## src/rtl/bor_pkg.sv

```systemverilog
package bor_pkg;

  typedef enum logic [1:0] {
    NODE_ACTIVE  = 2'd0,
    NODE_BUSOFF  = 2'd1,
    NODE_WAITREL = 2'd2
  } node_state_t;

endpackage

```

## src/rtl/bor_err_counter.sv

```systemverilog
module bor_err_counter #(
  parameter int LIMIT    = 255,
  parameter int INC_STEP = 8,
  parameter int DEC_STEP = 1
) (
  input  logic clk,
  input  logic rst,
  input  logic en_i,
  input  logic clr_i,
  input  logic inc_i,
  input  logic dec_i,
  output logic ovf_next_o
);

  localparam int CNT_W = $clog2(LIMIT + INC_STEP + 1);
  localparam int MAXV  = (1 << CNT_W) - 1;

  logic [CNT_W-1:0] tec_q;
  logic [CNT_W-1:0] tec_d;
  logic [CNT_W:0]   sum;

  always_comb begin
    sum   = {1'b0, tec_q} + (CNT_W+1)'(INC_STEP);
    tec_d = tec_q;
    if (inc_i) begin
      tec_d = (sum > (CNT_W+1)'(MAXV)) ? CNT_W'(MAXV) : sum[CNT_W-1:0];
    end else if (dec_i) begin
      tec_d = (tec_q < CNT_W'(DEC_STEP)) ? '0 : tec_q - CNT_W'(DEC_STEP);
    end
  end

  assign ovf_next_o = en_i && (tec_d > CNT_W'(LIMIT));

  always_ff @(posedge clk) begin
    if (rst || clr_i) begin
      tec_q <= '0;
    end else if (en_i) begin
      tec_q <= tec_d;
    end
  end

  // count frozen while events are disabled
  a_r9_frozen: assert property (@(posedge clk) disable iff (rst)
    (!en_i && !clr_i) |=> $stable(tec_q));

  // a lone decrement at zero stays at zero
  a_r2_floor: assert property (@(posedge clk) disable iff (rst)
    (en_i && !clr_i && tec_q == '0 && dec_i && !inc_i) |=> tec_q == '0);

  // a clear request empties the count
  a_r10_clear: assert property (@(posedge clk) disable iff (rst)
    clr_i |=> tec_q == '0);

endmodule

```

## src/rtl/bor_run_tracker.sv

```systemverilog
module bor_run_tracker #(
  parameter int RUN_LEN    = 11,
  parameter int RUN_TARGET = 128
) (
  input  logic clk,
  input  logic rst,
  input  logic en_i,
  input  logic clr_i,
  input  logic strobe_i,
  input  logic bit_i,
  output logic done_o
);

  localparam int BIT_W = $clog2(RUN_LEN);
  localparam int RUN_W = $clog2(RUN_TARGET + 1);

  logic [BIT_W-1:0] bit_q;
  logic [RUN_W-1:0] runs_q;
  logic             run_end;

  assign run_end = (bit_q == BIT_W'(RUN_LEN - 1));
  assign done_o  = (runs_q == RUN_W'(RUN_TARGET));

  always_ff @(posedge clk) begin
    if (rst || clr_i) begin
      bit_q  <= '0;
      runs_q <= '0;
    end else if (en_i && strobe_i) begin
      if (!bit_i) begin
        bit_q <= '0;
      end else if (run_end) begin
        bit_q <= '0;
        if (!done_o) begin
          runs_q <= runs_q + 1'b1;
        end
      end else begin
        bit_q <= bit_q + 1'b1;
      end
    end
  end

  // a dominant bit discards the partial run
  a_r4_restart: assert property (@(posedge clk) disable iff (rst)
    (en_i && strobe_i && !bit_i) |=> bit_q == '0);

  // run length never exceeds its bound
  a_r4_bit_range: assert property (@(posedge clk) disable iff (rst)
    bit_q < BIT_W'(RUN_LEN));

  // credited runs saturate at the quota
  a_r5_run_cap: assert property (@(posedge clk) disable iff (rst)
    runs_q <= RUN_W'(RUN_TARGET));

  // no progress while disabled
  a_r9_runs_hold: assert property (@(posedge clk) disable iff (rst)
    (!en_i && !clr_i) |=> $stable(runs_q));

endmodule

```

## src/rtl/bor_state_ctl.sv

```systemverilog
module bor_state_ctl
  import bor_pkg::*;
(
  input  logic        clk,
  input  logic        rst,
  input  logic        ovf_next_i,
  input  logic        done_i,
  input  logic        auto_i,
  input  logic        req_i,
  output node_state_t state_o,
  output logic        inhibit_o,
  output logic        ev_en_o,
  output logic        run_en_o,
  output logic        clr_o
);

  node_state_t state_q;
  node_state_t state_d;
  logic        inhibit_q;

  always_comb begin
    state_d = state_q;
    unique case (state_q)
      NODE_ACTIVE:  if (ovf_next_i) state_d = NODE_BUSOFF;
      NODE_BUSOFF:  if (done_i) state_d = auto_i ? NODE_ACTIVE : NODE_WAITREL;
      NODE_WAITREL: if (auto_i || req_i) state_d = NODE_ACTIVE;
      default:      state_d = NODE_ACTIVE;
    endcase
  end

  always_ff @(posedge clk) begin
    if (rst) begin
      state_q   <= NODE_ACTIVE;
      inhibit_q <= 1'b0;
    end else begin
      state_q   <= state_d;
      inhibit_q <= (state_d != NODE_ACTIVE);
    end
  end

  assign state_o   = state_q;
  assign inhibit_o = inhibit_q;
  assign ev_en_o   = (state_q == NODE_ACTIVE);
  assign run_en_o  = (state_q == NODE_BUSOFF);
  assign clr_o     = (state_q != NODE_ACTIVE) && (state_d == NODE_ACTIVE);

  // overflow while active leads to bus-off
  a_r3_enter: assert property (@(posedge clk) disable iff (rst)
    (state_q == NODE_ACTIVE && ovf_next_i) |=> state_q == NODE_BUSOFF);

  // no exit before the sequence completes
  a_r8_no_early: assert property (@(posedge clk) disable iff (rst)
    (state_q == NODE_BUSOFF && !done_i) |=> state_q == NODE_BUSOFF);

  // waiting state holds until released
  a_r7_hold: assert property (@(posedge clk) disable iff (rst)
    (state_q == NODE_WAITREL && !auto_i && !req_i) |=> state_q == NODE_WAITREL);

  // release from waiting state
  a_r7_release: assert property (@(posedge clk) disable iff (rst)
    (state_q == NODE_WAITREL && (auto_i || req_i)) |=> state_q == NODE_ACTIVE);

  // inhibit tracks the node state
  a_r11_inhibit: assert property (@(posedge clk) disable iff (rst)
    inhibit_q == (state_q != NODE_ACTIVE));

endmodule

```

## src/rtl/busoff_supervisor.sv

```systemverilog
module busoff_supervisor #(
  parameter int LIMIT      = 255,
  parameter int INC_STEP   = 8,
  parameter int DEC_STEP   = 1,
  parameter int RUN_LEN    = 11,
  parameter int RUN_TARGET = 128
) (
  input  logic       clk,
  input  logic       rst,
  input  logic       err_inc_i,
  input  logic       err_dec_i,
  input  logic       bus_bit_i,
  input  logic       bit_strobe_i,
  input  logic       auto_rec_i,
  input  logic       rec_req_i,
  output logic [1:0] node_state_o,
  output logic       tx_inhibit_o
);

  import bor_pkg::*;

  node_state_t state;
  logic        ev_en;
  logic        run_en;
  logic        clr;
  logic        ovf_next;
  logic        done;

  bor_err_counter #(
    .LIMIT    (LIMIT),
    .INC_STEP (INC_STEP),
    .DEC_STEP (DEC_STEP)
  ) u_cnt (
    .clk        (clk),
    .rst        (rst),
    .en_i       (ev_en),
    .clr_i      (clr),
    .inc_i      (err_inc_i),
    .dec_i      (err_dec_i),
    .ovf_next_o (ovf_next)
  );

  bor_run_tracker #(
    .RUN_LEN    (RUN_LEN),
    .RUN_TARGET (RUN_TARGET)
  ) u_runs (
    .clk      (clk),
    .rst      (rst),
    .en_i     (run_en),
    .clr_i    (clr),
    .strobe_i (bit_strobe_i),
    .bit_i    (bus_bit_i),
    .done_o   (done)
  );

  bor_state_ctl u_ctl (
    .clk        (clk),
    .rst        (rst),
    .ovf_next_i (ovf_next),
    .done_i     (done),
    .auto_i     (auto_rec_i),
    .req_i      (rec_req_i),
    .state_o    (state),
    .inhibit_o  (tx_inhibit_o),
    .ev_en_o    (ev_en),
    .run_en_o   (run_en),
    .clr_o      (clr)
  );

  assign node_state_o = state;

endmodule

```

## config.mk

```make
export PLATFORM = sky130hd
export DESIGN_NAME = busoff_supervisor
export DESIGN_NICKNAME = d
export VERILOG_FILES = /design/src/rtl/bor_pkg.sv /design/src/rtl/bor_err_counter.sv /design/src/rtl/bor_run_tracker.sv /design/src/rtl/bor_state_ctl.sv /design/src/rtl/busoff_supervisor.sv
export SDC_FILE = /design/constraint.sdc
export NUM_CORES = 1
export LEC_CHECK = 0
export BUFFER_PORTS_ARGS = -buffer_cell sky130_fd_sc_hd__buf_2
export CAP_MARGIN = 20
export CORE_MARGIN = 4
export CORE_UTILIZATION = 50
export DETAILED_ROUTE_END_ITERATION = 12
export PLACE_DENSITY = 0.8
export SYNTH_ARGS = -nofsm -noshare
export SYNTH_HDL_FRONTEND = slang
export SYNTH_SLANG_ARGS = --single-unit
```

## constraint.sdc

```tcl
create_clock -name clk -period 2.38 [get_ports clk]
set_input_delay 0.476 -clock clk [delete_from_list [all_inputs] [get_ports clk]]
set_output_delay 0.476 -clock clk [all_outputs]
set_load 0.005 [all_outputs]
```

# Word level (Yosys, flattened, before mapping)
# Index checks and enable logic that the tools add are counted.
[word_totals]
regBits = 24
latch_bits = 0
mem_bits_rw = 0
mem_bits_ro = 0
output_inout_bits = 3
word_cells = 38
memories = 0
[op_classes]
n_addsub = 4
multipliers = 0
div_mod_pow = 0
magnitude_cmp = 3
n_eq_ne = 4
shift = 0
n_mux = 11
bitwise = 1
reduce_logical = 10
[op_table]
columns = ["cell", "n"]
rows = [
  ["9-bit 2-to-1 mux", 4],
  ["9-bit by 4-bit adder with 10-bit output, second input constant", 1],
  ["10-bit by 9-bit greater-than comparator with 1-bit output, second input constant", 1],
  ["9-bit by 8-bit greater-than comparator with 1-bit output, second input constant", 1],
  ["9-bit by 1-bit less-than comparator with 1-bit output, second input constant", 1],
  ["9-bit by 1-bit subtractor with 9-bit output, second input constant", 1],
  ["8-bit by 1-bit adder with 8-bit output, second input constant", 1],
  ["8-bit == test, second input constant", 1],
  ["2-bit 2-to-1 mux", 4],
  ["4-bit 2-to-1 mux", 2],
  ["2-bit one-hot mux with 3 select lines", 1],
  ["4-bit by 1-bit adder with 4-bit output, second input constant", 1],
  ["4-bit == test, second input constant", 1],
  ["2-bit logical NOT", 2],
  ["4-bit AND reduction", 1],
  ["2-bit nonzero test", 2],
  ["1-bit logical AND", 3],
  ["2-bit by 1-bit == test with 1-bit output, second input constant", 1],
  ["2-bit == test, second input constant", 1],
  ["1-bit logical OR", 2],
  ["1-bit NOT", 1],
]

# Longest topological paths before layout
# Gate-level depths: netlist of run 1.
[logic_depth]
word_depth = 11
depth_mapped = 7
mapped_depth_nobuf = 6

# Cells and area by module
# A second synthesis of run 1 with hierarchy kept.
[unflattened]
cells_unflattened = 209
area_unflattened_um2 = 1694.1
[modules_own_cells]
columns = ["mod", "n_inst", "cells_per_inst", "area_per_inst_um2", "seq_area_each_um2"]
rows = [
  ["bor_err_counter", 1, 118, 923.4, 180.2],
  ["bor_run_tracker", 1, 74, 620.6, 240.2],
  ["bor_state_ctl", 1, 17, 150.1, 60.1],
]

# Least setup slack after synthesis of run 1
# OpenSTA, ideal clock, no wires.
[synth_timing]
path_kind = "register to register"
from = "register u_cnt.tec_q[3]"
to = "register u_cnt.tec_q[6]"
setup_time_ps = 88
arrival_time_ps = 1745
required_ps = 2292
path_slack_ps = 546
stages_incl_launch_ff = 7
path_buffers = 1
synth_period_minus_slack_ps = 1834
path_cell_list = "dfxtp_1 > inv_1 > ha_1 > buf_1 > and3_1 > or4_1 > a311oi_2"
[synth_between]
elab_chain_cells = 11
word_cells_on_any_way = 15
[synth_rtl]
columns = ["element", "line", "source"]
rows = [
  ["from (decl)", "bor_err_counter.sv:18", "logic [CNT_W-1:0] tec_q;"],
  ["from (signal assigned)", "bor_err_counter.sv:38", "tec_q <= tec_d;"],
  ["9-bit by 4-bit adder with 10-bit output, or another cell as far along", "bor_err_counter.sv:23", "sum = {1'b0, tec_q} + (CNT_W+1)'(INC_STEP);"],
  ["10-bit by 9-bit greater-than comparator with 1-bit output / 9-bit 2-to-1 mux (equally long branches)", "bor_err_counter.sv:26, bor_err_counter.sv:28", ""],
  ["9-bit 2-to-1 mux, on equally long branches", "bor_err_counter.sv:26, bor_err_counter.sv:27", ""],
  ["9-bit 2-to-1 mux *", "bor_err_counter.sv:25", "if (inc_i) begin"],
  ["9-bit by 8-bit greater-than comparator with 1-bit output", "bor_err_counter.sv:32", "assign ovf_next_o = en_i && (tec_d > CNT_W'(LIMIT));"],
  ["1-bit logical AND", "bor_err_counter.sv:32", ""],
  ["2-bit 2-to-1 mux", "bor_state_ctl.sv:24", "NODE_ACTIVE: if (ovf_next_i) state_d = NODE_BUSOFF;"],
  ["2-bit one-hot mux with 3 select lines", "bor_state_ctl.sv:23", "unique case (state_q)"],
  ["2-bit logical NOT", "bor_state_ctl.sv:45", "assign clr_o = (state_q != NODE_ACTIVE) && (state_d == NODE_ACTIVE);"],
  ["1-bit logical AND", "bor_state_ctl.sv:45", ""],
  ["1-bit logical OR", "bor_err_counter.sv:35", "if (rst || clr_i) begin"],
]
# Every way passes the cells marked *; elsewhere a longest branch is shown, timed or not.
# A chain may end at the register's enable or synchronous reset.

# Worst setup path in the final report of run 1
# Ends and elaborated chain as after synthesis.

==> qor.csv, run 1 <==
stage,metric,value,unit
synth,yosys.area_share.adder,0.0591,
timing,whs,430,ps
cts,cts_made_buffers,3,
routing,dr.pass1.iters,4,
finish,final_layout_size_suffix_gt1_frac,0.149,
worst_setup_path,path_max_fanout,9,
timing,finalSetupViolCount,0,
synth,synth_edf_count,0,
synth,syn_nets,228,
cts,cts_resized,0,
place,port-buffer-count,10,
routing,drtIter0Drc,225,
routing,ant_nets,0,
cts,cts_max_level,1,
synth,synth.avg_cell_area,7.99,µm²
synth,yosys.area.top_type,dfxtp_1,
power_and_ir_drop,peakVddDrop,0.000363,V
synth,yosysWarnings,0,
synth,synth_cell_type_count,54,
finish,area_growth,8.94,%
finish,seq_area,480,µm²
synth,syn_inst,212,
power_and_ir_drop,power.leakage,0.664,nW
finish,nNetsFinal,238,
place,post-dp-hpwl,2.80,mm
cts,ctsHoldBuffers,0,
routing,vias_per_cell,6.06,
cts,postCtsSetupRepairBufs,0,
synth,synth_compound_area_frac,0.213,
min_path,min_path_type,input pin to flip-flop,
place,dp.cells,261,
die,die-area,4380,µm²
die,initial_utilization,0.537,
synth,synthTopCellsByArea,"dfxtp_1, ha_1, nor2_1, nand3_1, nand2_1",
synth,synth_top_family_by_area,simple AND/OR/NAND/NOR gates,
worst_setup_path,end_kind,flip-flop,
outcome,status,"finished, final reports clean",
synth,synth_area,1690,µm²
die,fp.dieW,66.2,µm
global_route,antenna_found_initial,0,
synth,synth_mux_area_frac,0.0126,
timing,fin_tns_setup,0,ps
timing,finalHoldViolations,0,
synth,seq_area_frac_synth,0.284,
power_and_ir_drop,power_frac_seq,0.374,
global_route,track_usage,0.188,
synth,synth-xor-area-share,0.0310,
routing,routed_wirelength,3.73,mm
cts,tritoncts,built,
synth,synthSimpleGateAreaFrac,0.333,
die,io_pins,11,
worst_setup_path,required,2630,ps
finish,n_fill_cell,292,
worst_setup_path,start_kind,flip-flop,
job,cap_violations,0,
timing,fmax,0.507,GHz
die,row_count,20,
finish,utilization,0.585,
synth,synth_top_area_frac,0.284,
power_and_ir_drop,total_power,1.50,mW
routing,wl_per_cell,14.1,µm
worst_setup_path,worstSetupPathType,flip-flop to flip-flop,
timing,rsz0062_at_grt,false,
worst_setup_path,arrival,2220,ps
synth,synth_ff_type,dfxtp_1,
die,die_h,66.2,µm
timing,finalMaxSlewViolations,0,
power_and_ir_drop,switching_share,0.422,
power_and_ir_drop,p_switching,0.635,mW
timing,slew_headroom,0.580,
power_and_ir_drop,pwr-share-clk,0.144,
synth,synth_seq_cells,24,
timing,fin_crit_sh,0.829,
routing,drc,0,
timing,fin_skew,17.4,ps
power_and_ir_drop,p_int,0.868,mW
cts,root_buffer,clkbuf_4,
synth,async_flop_share,0,
worst_setup_path,r2r_setup_slack,410,ps
cts,cts.sinks,24,
power_and_ir_drop,comb_power_share,0.482,
timing,finalCriticalPeriod,1970,ps
finish,fin_cells,265,
place,gp_congestion,0.909,
finish,multi_input_area,1100,µm²
finish,diodes,0,
die,core,3150,µm²
global_route,grt_start_max_net_pins,21,
global_route,grt_pass1_wl,6.64,mm
cts,clk_pin_slew,140,ps
routing,vias,1605,
cts,clock_latency,320,ps
global_route,overflow,0,
timing,worst_pin_slew,625,ps
power_and_ir_drop,powerDensity,814,nW/µm²
cts,clock_path_buffers,2,
global_route,first_global_vias,1475,
[cells in the final DEF (no fill, tap or decap), types with 3 or more instances in the layout]
cell type	count
xnor2_1	6
nand4b_1	3
a21oi_1	8
or3_1	3
nand3_1	12
nand4_1	6
buf_4	7
a311oi_1	4
clkbuf_4	3
and3_1	3
nand3b_1	3
dfxtp_1	24
nor3_1	8
ha_1	8
inv_1	14
buf_2	10
nor4_1	5
nor3b_1	3
nand2_1	15
nor2_1	23
o21ai_0	7
[layout make-up]
cell class | instances | share of cell area
multi-input cells | 161 | 0.595
well taps | 44 | 0.0298
flip-flops and latches | 24 | 0.260
repair buffers | 18 | 0.0664
clock buffers | 4 | 0.0197
inverters | 14 | 0.0285
[synth_stat cells (6+ instances only)]
cell and instances:
a21oi_1 8, clkbuf_1 6, dfxtp_1 24, ha_1 8, inv_1 14, nand2_1 15, nand3_1 12, nand4_1 6
nor2_1 23, nor3_1 8, o21ai_0 7, xnor2_1 6
[final timing paths]
check                          startpoint                           end  cells after the start
min                            auto_rec_i   u_ctl.state_o[1]$_SDFF_PP0_                      4
max reg2reg   u_cnt.tec_q[3]$_SDFFE_PP0P_   u_cnt.tec_q[6]$_SDFFE_PP0P_                      6
min reg2reg  u_runs.bit_q[2]$_SDFFE_PP0P_  u_runs.bit_q[2]$_SDFFE_PP0P_                      2
max           u_cnt.tec_q[3]$_SDFFE_PP0P_   u_cnt.tec_q[6]$_SDFFE_PP0P_                      6
[logic make-up (layout without fill, tap and decap cells)]
family / after synthesis / count (layout)
DFF: 24 / 24
xor gates and xnor gates: 6 / 6
adders and majority gates: 8 / 8
and+or+nand+nor: 99 / 99
buffers and inverters: 27 / 36
muxes: 2 / 2
AOI/OAI and AO/OA: 46 / 46
[state kept, by name, indices dropped and copies added, names as in the netlist]
register / flops
u_runs.runs_q: 8
u_ctl.state_o: 2
u_runs.bit_q: 4
u_cnt.tec_q: 9
u_ctl.inhibit_o: 1
[per-stage QoR]
step           worst slack [ps]  instance area [µm²]
3_5_place_dp                423                 1810
3_3_place_gp                474                 1810
4_1_cts                     392                 1850
6_report                    408                 1850
2_1_floorplan               546                 1690
5_1_grt                     265                 1850
[power groups by stage]
| stage | clock network, mW | registers (mW) | logic, mW |
|---|---|---|---|
| global route | 0.243 | 0.572 | 0.812 |
| global placement | 0 | 0.565 | 0.714 |
| detailed placement | 0 | 0.568 | 0.711 |
| floorplan | 0 | 0.523 | 0.560 |
| finish | 0.217 | 0.562 | 0.724 |
| CTS | 0.230 | 0.558 | 0.716 |
[critical path, stage by stage, from the launching register on]
cell and delay, ps:
dfxtp_1 420, inv_1 150, ha_1 220, o31ai_1 160, and3_1 230, or4_1 490
a311oi_2 240
[metal layers]
layer  global-route usage  share of wire  vias to the layer above  wire (µm)
met5                    0              0                        -          0
met4               0.0355          0.011                        0         42
met3               0.0357          0.049                        4        184
met2                0.296           0.46                       46       1730
met1                0.267           0.48                      750       1770
li1                     -              -                      805          -
No activity file was read; power rests on OpenSTA's default activity.
==> run 2, diff against run 1 <==
==> constraint.sdc (replaced) <==
create_clock -name clk -period 2 [get_ports clk]
set_input_delay 0.4 -clock clk [delete_from_list [all_inputs] [get_ports clk]]
set_output_delay 0.4 -clock clk [all_outputs]
set_load 0.005 [all_outputs]
==> run 2 against run 1 <==
Against the previous run: die area did not move; register-to-register slack lost 320 ps; first-iteration DRC count decreased by 8.4%; sequential share of layout area is 0.67 points lower; largest power group unchanged; largest cell class unchanged; core utilization grew 1.5 points.
==> qor.csv, run 2 (synthesis gave the netlist of run 1 again) <==
stage,metric,value,unit,change
outcome,status,"finished, final reports clean",,
routing,routed_wirelength,4.13,mm,+11%
power_and_ir_drop,peakVddDrop,0.000421,V,+16%
routing,wl_met2,1.81,mm,+4.5%
timing,fmax,0.524,GHz,+3.3%
cts,cts_made_buffers,3,,unchanged
timing,fin_tns_setup,0,ps,unchanged
finish,nNetsFinal,247,,+3.8%
cts,tritoncts,built,,
place,gp_congestion,0.943,,+3.7%
place,port-buffer-count,10,,unchanged
die,fp.dieW,66.2,µm,unchanged
routing,vias_per_cell,6.12,,+1.0%
die,row_count,20,,unchanged
timing,rsz0062_at_grt,false,,
worst_setup_path,critPathBufInv,1,,unchanged
global_route,grt_pass1_wl,7.34,mm,+11%
worst_setup_path,worstSetupPathType,flip-flop to flip-flop,,
worst_setup_path,crit_chain,"inv_1, ha_2, o31ai_2, and3_1, or4_1, a311oi_2",,
timing,fin_skew,25.0,ps,+7.67 ps
place,post-dp-hpwl,3.08,mm,+10%
worst_setup_path,path_max_fanout,7,,-2
finish,final_common_cell,dfxtp_1,,
cts,clock_latency,330,ps,about the same
cts,ctsHoldBuffers,0,,unchanged
routing,maxUsedRoutingLayer,met4,,
worst_setup_path,cp.depth,6,,unchanged
die,core,3150,µm²,unchanged
routing,routed-wl-met3,258,µm,+40%
timing,finalHoldViolations,0,,unchanged
routing,drc,0,,unchanged
routing,drtIter0Drc,206,,-8.4%
timing,setup_ws,90.0,ps,-318 ps
die,io_pins,11,,unchanged
min_path,min_path_type,input pin to flip-flop,,
die,die-area,4380,µm²,unchanged
timing,finalCriticalPeriod,1910,ps,-62.3 ps
routing,vias,1670,,+4.0%
timing,fin_crit_sh,0.955,,+0.126
worst_setup_path,end_kind,flip-flop,,
cts,cts_max_level,1,,unchanged
worst_setup_path,required,2260,ps,-370 ps
min_path,whs_path_depth,4,,unchanged
die,die_h,66.2,µm,unchanged
cts,root_buffer,clkbuf_4,,
routing,wl_per_cell,15.1,µm,+7.3%
routing,dr.pass1.iters,5,,+1
global_route,antenna_found_initial,0,,unchanged
global_route,track_usage,0.211,,+0.0223
routing,wl_met1,1.90,mm,+7.2%
place,dp_slack,105,ps,-318 ps
cts,cts_resized,0,,unchanged
worst_setup_path,r2r_cells,6,,unchanged
global_route,overflow,0,,unchanged
finish,area_growth,11.8,%,
job,cap_violations,0,,unchanged
die,initial_utilization,0.537,,unchanged
timing,finalSetupViolCount,0,,unchanged
worst_setup_path,cp_slowest_cell,or4_1,,
timing,worst_pin_slew,583,ps,-42.5 ps
power_and_ir_drop,powerDensity,956,nW/µm²,+17%
timing,slew_headroom,0.608,,+0.0285
cts,cts.sinks,24,,unchanged
cts,postCtsSetupRepairBufs,0,,unchanged
worst_setup_path,crit_family,simple AND/OR/NAND/NOR gates,,
global_route,grt_start_max_net_pins,18,,-14%
finish,largest_reg_flops,9,,unchanged
global_route,first_global_vias,1642,,+11%
worst_setup_path,max_stage_delay,490,ps,about the same
finish,regMostFlops,u_cnt.tec_q,,
cts,clock_path_buffers,2,,unchanged
worst_setup_path,arrival,2170,ps,-50 ps
power_and_ir_drop,power.leakage,0.697,nW,+5.0%
finish,diodes,0,,unchanged
routing,ant_nets,0,,unchanged
finish,reg.largest.list,"u_cnt.tec_q (9), u_runs.runs_q (8), u_runs.bit_q (4)",,
worst_setup_path,start_kind,flip-flop,,
timing,finalMaxSlewViolations,0,,unchanged
finish,mostFrequentLayoutCells,"dfxtp_1, nor2_1, buf_4, nand2_1, inv_1",,
finish,final_layout_size_suffix_gt1_frac,0.188,,+0.0385
cts,clk_pin_slew,140,ps,about the same
-- run 2: final cells by class --
type                    instances  area, µm²
fillers                       288       1260
multi-input cells             161       1110
flip-flops and latches         24        480
repair buffers                 27        178
well taps                      44       55.1
inverters                      14       52.6
clock buffers                   3       22.5
-- run 2: path summary, 6_finish.rpt --
check	start	slack, ps	to
worst max-delay path	u_cnt.tec_q[4]$_SDFFE_PP0P_	90	u_cnt.tec_q[6]$_SDFFE_PP0P_
worst min-delay path	auto_rec_i	380	u_ctl.state_o[1]$_SDFF_PP0_
worst max register to register	u_cnt.tec_q[4]$_SDFFE_PP0P_	90	u_cnt.tec_q[6]$_SDFFE_PP0P_
worst min register to register	u_runs.runs_q[7]$_SDFFE_PP0P_	530	u_runs.runs_q[7]$_SDFFE_PP0P_
-- run 2: per-stage QoR --
step / std cells / instance area (µm²) / utilization / hold slack [ps] / power [mW]
2_1_floorplan: 212 / 1690 / - / 477 / 1.29
3_3_place_gp: 270 / 1860 / 0.591 / 497 / 1.56
3_5_place_dp: 270 / 1860 / 0.591 / 502 / 1.57
4_1_cts: 273 / 1890 / 0.598 / 361 / 1.79
5_1_grt: 273 / 1890 / 0.601 / 418 / 1.95
6_report: 273 / 1890 / 0.601 / 377 / 1.81
-- run 2: tightest hold or removal path, delay by kind of cell --
kind	cells	cell delay [ps]
and+or+nand+nor	2	130
buffers and inverters	2	140
-- run 2: report_power, final --
group	internal (mW)	switching, mW	total [mW]
combinational	0.409	0.546	0.955
clock	0.0708	0.144	0.214
sequential	0.549	0.0933	0.642
-- run 2: layer usage --
metal / vias up / GRT usage
li1: 825 / -
met1: 759 / 0.277
met2: 67 / 0.316
met3: 19 / 0.0476
met4: 0 / 0.112
met5: - / 0
